--- config.mk ---
export PLATFORM = sky130hd
export DESIGN_NAME = cq_thread_ctl
export DESIGN_NICKNAME = d
export VERILOG_FILES = /design/src/rtl/cqt_pkg.sv /design/src/rtl/cqt_decode.sv /design/src/rtl/cqt_thread.sv /design/src/rtl/cq_thread_ctl.sv
export SDC_FILE = /design/constraint.sdc
export NUM_CORES = 2
export LEC_CHECK = 0
export ABC_AREA = 1
export BUFFER_PORTS_ARGS = -buffer_cell sky130_fd_sc_hd__buf_4
export CAP_MARGIN = 5
export CORE_MARGIN = 4
export CORE_UTILIZATION = 55
export DETAILED_ROUTE_END_ITERATION = 16
export PLACE_DENSITY = 0.69
export SLEW_MARGIN = 0
export SYNTH_ARGS = -nofsm -noshare
export SYNTH_HDL_FRONTEND = slang
export SYNTH_SLANG_ARGS = --single-unit
--- constraint.sdc ---
create_clock -name clk -period 5.11 [get_ports clk]
set_input_delay 1.022 -clock clk [delete_from_list [all_inputs] [get_ports clk]]
set_output_delay 1.022 -clock clk [all_outputs]
set_load 0.01 [all_outputs]
--- src/rtl/cqt_pkg.sv ---
package cqt_pkg;
    localparam int OFF_W = 7;

    localparam logic [OFF_W-1:0] OFF_WRST = 7'h00;
    localparam logic [OFF_W-1:0] OFF_EN   = 7'h04;
    localparam logic [OFF_W-1:0] OFF_SUSP = 7'h08;
    localparam logic [OFF_W-1:0] OFF_STAT = 7'h0C;
    localparam logic [OFF_W-1:0] OFF_ISTS = 7'h10;
    localparam logic [OFF_W-1:0] OFF_IEN  = 7'h14;
    localparam logic [OFF_W-1:0] OFF_PC   = 7'h20;
    localparam logic [OFF_W-1:0] OFF_END  = 7'h24;
    localparam logic [OFF_W-1:0] OFF_WAIT = 7'h30;
    localparam logic [OFF_W-1:0] OFF_PRIO = 7'h40;

    localparam int WIN_BASE = 'h100;
    localparam int WIN_SH   = 7;
    localparam int GLOB_IRQ = 'h10;

    localparam int IRQ_W     = 5;
    localparam int BIT_DONE  = 0;
    localparam int BIT_ERR   = 1;
    localparam int BIT_FAULT = 4;
    localparam logic [IRQ_W-1:0] IRQ_KEEP = 5'b10011;

    typedef struct packed {
        logic busy;
        logic step;
        logic done;
        logic err;
        logic fault;
        logic waiting;
    } seq_in_t;
endpackage

--- src/rtl/cqt_decode.sv ---
module cqt_decode #(
    parameter int N_THREADS = 16,
    parameter int BUS_AW    = 12,
    parameter int IDX_W     = 4
) (
    input  logic [BUS_AW-1:0]        addr,
    output logic                     glob_hit,
    output logic                     thr_hit,
    output logic [IDX_W-1:0]         idx,
    output logic [cqt_pkg::OFF_W-1:0] off,
    output logic [N_THREADS-1:0]     sel
);
    import cqt_pkg::*;

    localparam int WW = BUS_AW - WIN_SH;
    localparam logic [WW-1:0] N_LIM = WW'(N_THREADS);

    logic [BUS_AW-1:0] rel;
    logic [WW-1:0]     widx;

    always_comb begin
        rel      = addr - BUS_AW'(WIN_BASE);
        widx     = rel[BUS_AW-1:WIN_SH];
        off      = rel[OFF_W-1:0];
        thr_hit  = (addr >= BUS_AW'(WIN_BASE)) && (widx < N_LIM);
        glob_hit = (addr == BUS_AW'(GLOB_IRQ));
        idx      = IDX_W'(widx);
    end

    for (genvar i = 0; i < N_THREADS; i++) begin : g_sel
        assign sel[i] = thr_hit && (widx == WW'(i));
    end
endmodule

--- src/rtl/cqt_thread.sv ---
module cqt_thread #(
    parameter int PC_W       = 32,
    parameter int PRIO_W     = 3,
    parameter int RST_CYCLES = 4,
    parameter int STEP       = 8
) (
    input  logic                      clk,
    input  logic                      rst_n,
    input  logic                      wr_en,
    input  logic [cqt_pkg::OFF_W-1:0] off,
    input  logic [31:0]               wdata,
    input  cqt_pkg::seq_in_t          seq,
    output logic [31:0]               rdata,
    output logic                      run,
    output logic                      refetch,
    output logic                      irq,
    output logic                      rst_busy
);
    import cqt_pkg::*;

    localparam int CNT_W = $clog2(RST_CYCLES) + 1;

    typedef struct packed {
        logic              en;
        logic              susp_req;
        logic              susp_ack;
        logic              rst_busy;
        logic [CNT_W-1:0]  rst_cnt;
        logic [IRQ_W-1:0]  irq_sts;
        logic [IRQ_W-1:0]  irq_en;
        logic [PC_W-1:0]   pc;
        logic [PC_W-1:0]   end_a;
        logic [PRIO_W-1:0] prio;
        logic              refetch;
    } th_state_t;

    th_state_t st_d, st_q;
    logic [IRQ_W-1:0] ev;

    always_comb begin
        st_d         = st_q;
        st_d.refetch = 1'b0;
        run          = st_q.en & ~st_q.susp_ack & ~st_q.rst_busy;

        ev            = '0;
        ev[BIT_DONE]  = seq.done;
        ev[BIT_ERR]   = seq.err;
        ev[BIT_FAULT] = seq.fault;

        if (run && seq.step) begin
            st_d.pc = st_q.pc + PC_W'(STEP);
        end

        if (wr_en && !st_q.rst_busy) begin
            case (off)
                OFF_WRST: if (wdata[0]) begin
                    st_d.rst_busy = 1'b1;
                    st_d.rst_cnt  = CNT_W'(RST_CYCLES - 1);
                end
                OFF_EN:   st_d.en       = wdata[0];
                OFF_SUSP: st_d.susp_req = wdata[0];
                OFF_ISTS: st_d.irq_sts  = st_q.irq_sts & wdata[IRQ_W-1:0];
                OFF_IEN:  st_d.irq_en   = wdata[IRQ_W-1:0] & IRQ_KEEP;
                OFF_PC: begin
                    st_d.pc      = wdata[PC_W-1:0];
                    st_d.refetch = 1'b1;
                end
                OFF_END:  st_d.end_a = wdata[PC_W-1:0];
                OFF_PRIO: st_d.prio  = wdata[PRIO_W-1:0];
                default: ;
            endcase
        end

        st_d.irq_sts = (st_d.irq_sts | ev) & IRQ_KEEP;

        if (!st_d.susp_req) begin
            st_d.susp_ack = 1'b0;
        end else if (st_q.susp_req && (!st_q.en || !seq.busy || seq.step)) begin
            st_d.susp_ack = 1'b1;
        end

        if (st_q.rst_busy) begin
            if (st_q.rst_cnt == '0) begin
                st_d = '0;
            end else begin
                st_d.rst_cnt = st_q.rst_cnt - CNT_W'(1);
            end
        end
    end

    always_ff @(posedge clk or negedge rst_n) begin
        if (!rst_n) begin
            st_q <= '0;
        end else begin
            st_q <= st_d;
        end
    end

    always_comb begin
        rdata = '0;
        case (off)
            OFF_WRST: rdata[0]            = st_q.rst_busy;
            OFF_EN:   rdata[0]            = st_q.en;
            OFF_SUSP: rdata[0]            = st_q.susp_req;
            OFF_STAT: rdata[1]            = st_q.susp_ack;
            OFF_ISTS: rdata[IRQ_W-1:0]    = st_q.irq_sts;
            OFF_IEN:  rdata[IRQ_W-1:0]    = st_q.irq_en;
            OFF_PC:   rdata[PC_W-1:0]     = st_q.pc;
            OFF_END:  rdata[PC_W-1:0]     = st_q.end_a;
            OFF_WAIT: rdata[31]           = seq.waiting;
            OFF_PRIO: rdata[PRIO_W-1:0]   = st_q.prio;
            default: ;
        endcase
    end

    assign refetch  = st_q.refetch;
    assign irq      = |(st_q.irq_sts & st_q.irq_en);
    assign rst_busy = st_q.rst_busy;
endmodule

--- src/rtl/cq_thread_ctl.sv ---
module cq_thread_ctl #(
    parameter int N_THREADS  = 16,
    parameter int ADDR_SHIFT = 0,
    parameter int BUS_AW     = 12,
    parameter int PC_W       = 32,
    parameter int PRIO_W     = 3,
    parameter int RST_CYCLES = 4
) (
    input  logic                 clk,
    input  logic                 rst_n,
    input  logic                 bus_rd,
    input  logic                 bus_wr,
    input  logic [BUS_AW-1:0]    bus_addr,
    input  logic [31:0]          bus_wdata,
    output logic [31:0]          bus_rdata,
    input  logic [N_THREADS-1:0] seq_busy,
    input  logic [N_THREADS-1:0] seq_step,
    input  logic [N_THREADS-1:0] seq_done,
    input  logic [N_THREADS-1:0] seq_err,
    input  logic [N_THREADS-1:0] seq_fault,
    input  logic [N_THREADS-1:0] seq_wait,
    output logic [N_THREADS-1:0] thr_run,
    output logic [N_THREADS-1:0] thr_refetch,
    output logic [N_THREADS-1:0] thr_irq_n
);
    import cqt_pkg::*;

    localparam int IDX_W     = (N_THREADS > 1) ? $clog2(N_THREADS) : 1;
    localparam int INST_STEP = 8 >> ADDR_SHIFT;

    logic                 glob_hit, thr_hit;
    logic [IDX_W-1:0]     dec_idx;
    logic [OFF_W-1:0]     dec_off;
    logic [N_THREADS-1:0] dec_sel;
    logic [N_THREADS-1:0] irq_vec;
    logic [N_THREADS-1:0] rst_busy_vec;
    logic [31:0]          thr_rdata [N_THREADS];
    logic [31:0]          rdata_d, rdata_q;

    cqt_decode #(
        .N_THREADS(N_THREADS),
        .BUS_AW   (BUS_AW),
        .IDX_W    (IDX_W)
    ) u_dec (
        .addr    (bus_addr),
        .glob_hit(glob_hit),
        .thr_hit (thr_hit),
        .idx     (dec_idx),
        .off     (dec_off),
        .sel     (dec_sel)
    );

    for (genvar t = 0; t < N_THREADS; t++) begin : g_thr
        seq_in_t sq;
        assign sq = '{busy: seq_busy[t], step: seq_step[t], done: seq_done[t],
                      err: seq_err[t], fault: seq_fault[t], waiting: seq_wait[t]};

        cqt_thread #(
            .PC_W      (PC_W),
            .PRIO_W    (PRIO_W),
            .RST_CYCLES(RST_CYCLES),
            .STEP      (INST_STEP)
        ) u_thr (
            .clk     (clk),
            .rst_n   (rst_n),
            .wr_en   (bus_wr && dec_sel[t]),
            .off     (dec_off),
            .wdata   (bus_wdata),
            .seq     (sq),
            .rdata   (thr_rdata[t]),
            .run     (thr_run[t]),
            .refetch (thr_refetch[t]),
            .irq     (irq_vec[t]),
            .rst_busy(rst_busy_vec[t])
        );
    end

    assign thr_irq_n = ~irq_vec;

    always_comb begin
        rdata_d = '0;
        if (bus_rd) begin
            if (glob_hit) begin
                rdata_d[N_THREADS-1:0] = thr_irq_n;
            end else if (thr_hit) begin
                rdata_d = thr_rdata[dec_idx];
            end
        end
    end

    always_ff @(posedge clk or negedge rst_n) begin
        if (!rst_n) begin
            rdata_q <= '0;
        end else begin
            rdata_q <= rdata_d;
        end
    end

    assign bus_rdata = rdata_q;
endmodule

==> results by group <==
Power
  • Worst vdd ir: 0.000293 V
  • Seq pwr share: 45.9%
  • Switching share of total power: 25.9%
  • Leakage dissipation: 0.0367 µW
  • Switch Pwr: 6270 µW
  • Comb pwr share: 7.3%
  • P per Cell Area: 293 nW/µm²
  • Internal: 18000 µW
  • Overall power: 24300 µW
  • Clock power frac: 46.8%

Die
  • Rows: 134
  • Die Y-Extent: 374 µm
  • Core area: 133000 µm²
  • Die width: 374 µm
  • Ports: 224
  • Die area: 140000 µm²
  • Initial Util: 55.3%

Final layout
  • Finished Core Util: 62.1%
  • Layout Area Growth over Synthesis: 12.3%
  • Fillers: 11900
  • Multi-input gate area: 32800 µm²
  • Fin cells: 10900
  • Share of cells above drive strength 1: 9.72%
  • Nets: 9140
  • Register area: 34000 µm²

Placement
  • IO buf count: 223
  • # placed instances: 10600
  • DP HPWL: 228000 µm
  • GPL Wtd Cong: 1.04

Setup path
  • Startpoint types: input pin
  • Critical Path Sink Type: register
  • Slowest cell on the critical path: o221ai_1
  • R2R depth: 8
  • CP endpoint: bus_rdata[31]
  • Critical Path AT: 4.75 ns
  • WS Path Type: input pin to register
  • Slowest stage delay, CP: 0.80 ns
  • Worst path cell trace: buf_4 -> inv_1 -> nand2_1 -> nor2_2 -> buf_4 -> nand2_4 -> buf_12 -> o221ai_1 -> a21oi_1 -> nand3b_1 -> nand2_1 -> nand2_1 -> nand2_1 -> nor2_1
  • Most used cell, CP: nand2_1
  • R2R setup slack: 1.38 ns
  • Crit Reg-Reg Endpoint: g_thr[4].u_thr.st_q[67]
  • Critical Path Source: bus_addr[4]
  • Critical Path RT: 5.80 ns
  • Crit-path max FO: 41
  • Worst R2R Start: g_thr[4].u_thr.rst_busy

Global route
  • Number of global-route vias before repair: 69100
  • First-pass GRT wire length: 472000 µm
  • Initial antenna violation count: 14
  • GRT Util Overall: 45.0%
  • Total gr overflow: 0
  • Largest net degree at the start of global routing: 130

Routing
  • Total wire length: 324000 µm
  • Number of iterations in the first detailed-routing pass: 7
  • First-iteration detailed-routing DRC count: 11400
  • Routed WL per cell: 29.8 µm
  • DRC viols: 0
  • Vias/cell: 6.78
  • Routed Antenna Nets: 0
  • Via count: 73700

Clock tree
  • Clock buffer depth: 3
  • CTS buffer count: 154
  • H-tree lvl count: 4
  • Worst skew pair latency: 0.79 ns
  • Post-cts sizing count: 0
  • Clock Pin Slew Worst Setup and Hold Paths: 0.06 ns
  • Hold-fix buffers at CTS: 0
  • Setup Buffers After CTS: 0
  • CTS tree: done
  • Clk root buf: clkbuf_16
  • CTS Sinks: 1360

Synthesis
  • Synthesized area: 73700 µm²
  • Post-synth ARST share: 100%
  • Syn nets: 9143
  • Synth cell types: 54
  • Count leader, synth: dfrtp_1
  • Syn avg cell area: 8.21 µm²
  • Synth top area cells: dfrtp_1 (46%), a221oi_1 (6.3%), nand2_1 (6.3%)
  • Synth cell count leaders: dfrtp_1 (1360), nand2_1 (1228), inv_1 (1100)
  • Mapped Cells: 8982
  • Yosys warnings: 0
  • #FFs+latches synth: 1360
  • Post-synth top flop: dfrtp_1
  • Post-synth EDFFs: 0
  • Seq/Total Area, Yosys: 46.2%
  • Yosys top cell area share: 46.2%
  • Synth area leader: dfrtp_1

Timing
  • Final min period: 4.06 ns
  • Slew HR: 11.4%
  • Fin. Hold Viols: 0
  • Final critical-path share of the clock period: 79.4%
  • F_max: 246 MHz
  • Slew @ Worst Pin: 1.33 ns
  • Worst Hold Margin: 0.160 ns
  • Fin Setup TNS: 0 ns
  • Max Clock Skew: 0.0204 ns
  • RSZ-0062 raised after global routing: no
  • Number of setup violations in the final report: 0
  • Max Slew Vio Count: 0

Min path
  • HP Class: input pin to async pin

Run status
  • Result of the run: complete, no violations

Flow run
  • Max-capacitance violation count: 0
-- critical path, delay by kind of cell --
kind | cells | cell delay [ns]
buffers and inverters | 4 | 0.86
and+or+nand+nor | 8 | 1.49
AOI/OAI and AO/OA | 2 | 1.32
-- state kept, by name, indices dropped and copies added, names as in the netlist --
name and count:
bus_rdata 32, g_thr.u_thr.refetch 16, g_thr.u_thr.rst_busy 16, g_thr.u_thr.st_q 1296
-- power by group through the flow --
| stage | clock network [µW] | logic, µW | registers [µW] |
|---|---|---|---|
| floorplan | 0 | 711 | 11300 |
| global placement | 0 | 1690 | 11300 |
| detailed placement | 0 | 1710 | 11300 |
| CTS | 11400 | 1720 | 11100 |
| global route | 11800 | 1860 | 11100 |
| finish | 11400 | 1770 | 11100 |
-- stage by stage --
step | setup WS, ns | instance area (µm²)
2_1_floorplan | 2.04 | 73700
3_3_place_gp | 0.425 | 77700
3_5_place_dp | 0.466 | 77700
4_1_cts | 1.28 | 82800
5_1_grt | 0.877 | 82800
6_report | 1.05 | 82800
-- placed cells by master, fill, tap and decap left out, types with 31 or more instances in the layout --
cell / Yosys / layout
a221oi_1: 532 / 532
o211ai_1: 78 / 78
o21ai_0: 808 / 808
clkbuf_1: 460 / 38
nand4_1: 161 / 161
buf_12: 0 / 34
a21oi_1: 839 / 839
a31oi_1: 37 / 37
nor4_1: 44 / 44
clkbuf_8: 0 / 34
nand2_1: 1228 / 1223
clkbuf_16: 0 / 156
o221ai_1: 239 / 239
nand3_1: 294 / 294
buf_4: 35 / 485
inv_2: 20 / 31
nor2_1: 652 / 622
inv_1: 1100 / 1089
a211oi_1: 169 / 169
nor3_1: 178 / 176
dfrtp_1: 1360 / 1360
xor2_1: 360 / 360
-- logic make-up after synthesis --
logic type               count (synthesis)  share of synthesized area [%]
AO/OA/AOI/OAI                         2779                           24.1
adder cells (fa/ha/maj)                 17                          0.289
AND/OR/NAND/NOR                       2626                           15.2
flip-flops                            1360                           46.2
multiplexers                             7                          0.107
buffers and inverters                 1809                           9.56
XOR/XNOR                               384                           4.57
-- final cells by class --
type	count	share of cell area (%)
inverters	1130	5.13
clock inverters	45	0.666
flip-flops and latches	1360	41.1
multi-input cells	5813	39.7
repair buffers	520	5.25
clock buffers	228	5.45
well taps	1768	2.67
diodes	15	0.0453
-- worst min-delay path by stage --
| stage | cells after the start | end | start | slack [ns] |
|---|---|---|---|---|
| after floorplan | 2 | g_thr[2].u_thr.st_q[80] | g_thr[2].u_thr.st_q[80] | 0.46 |
| after global placement | 2 | g_thr[5].u_thr.st_q[80] | g_thr[5].u_thr.st_q[80] | 0.48 |
| after detailed placement | 2 | g_thr[5].u_thr.st_q[80] | g_thr[5].u_thr.st_q[80] | 0.48 |
| after CTS | 1 | g_thr[13].u_thr.st_q[56] | rst_n | 0.25 |
| after global routing | 1 | g_thr[13].u_thr.st_q[34] | rst_n | 0.24 |
| final | 1 | g_thr[13].u_thr.st_q[34] | rst_n | 0.16 |
-- metal layers --
metal / global-route usage (%) / share of wire [%] / up-vias
li1: - / - / 31200
met2: 61.1 / 40 / 5559
met3: 12.8 / 13 / 1135
met1: 63.1 / 39 / 35800
met4: 28.3 / 7.6 / 8
met5: 0 / 0.015 / -
Power figures use the tool's default switching activity.
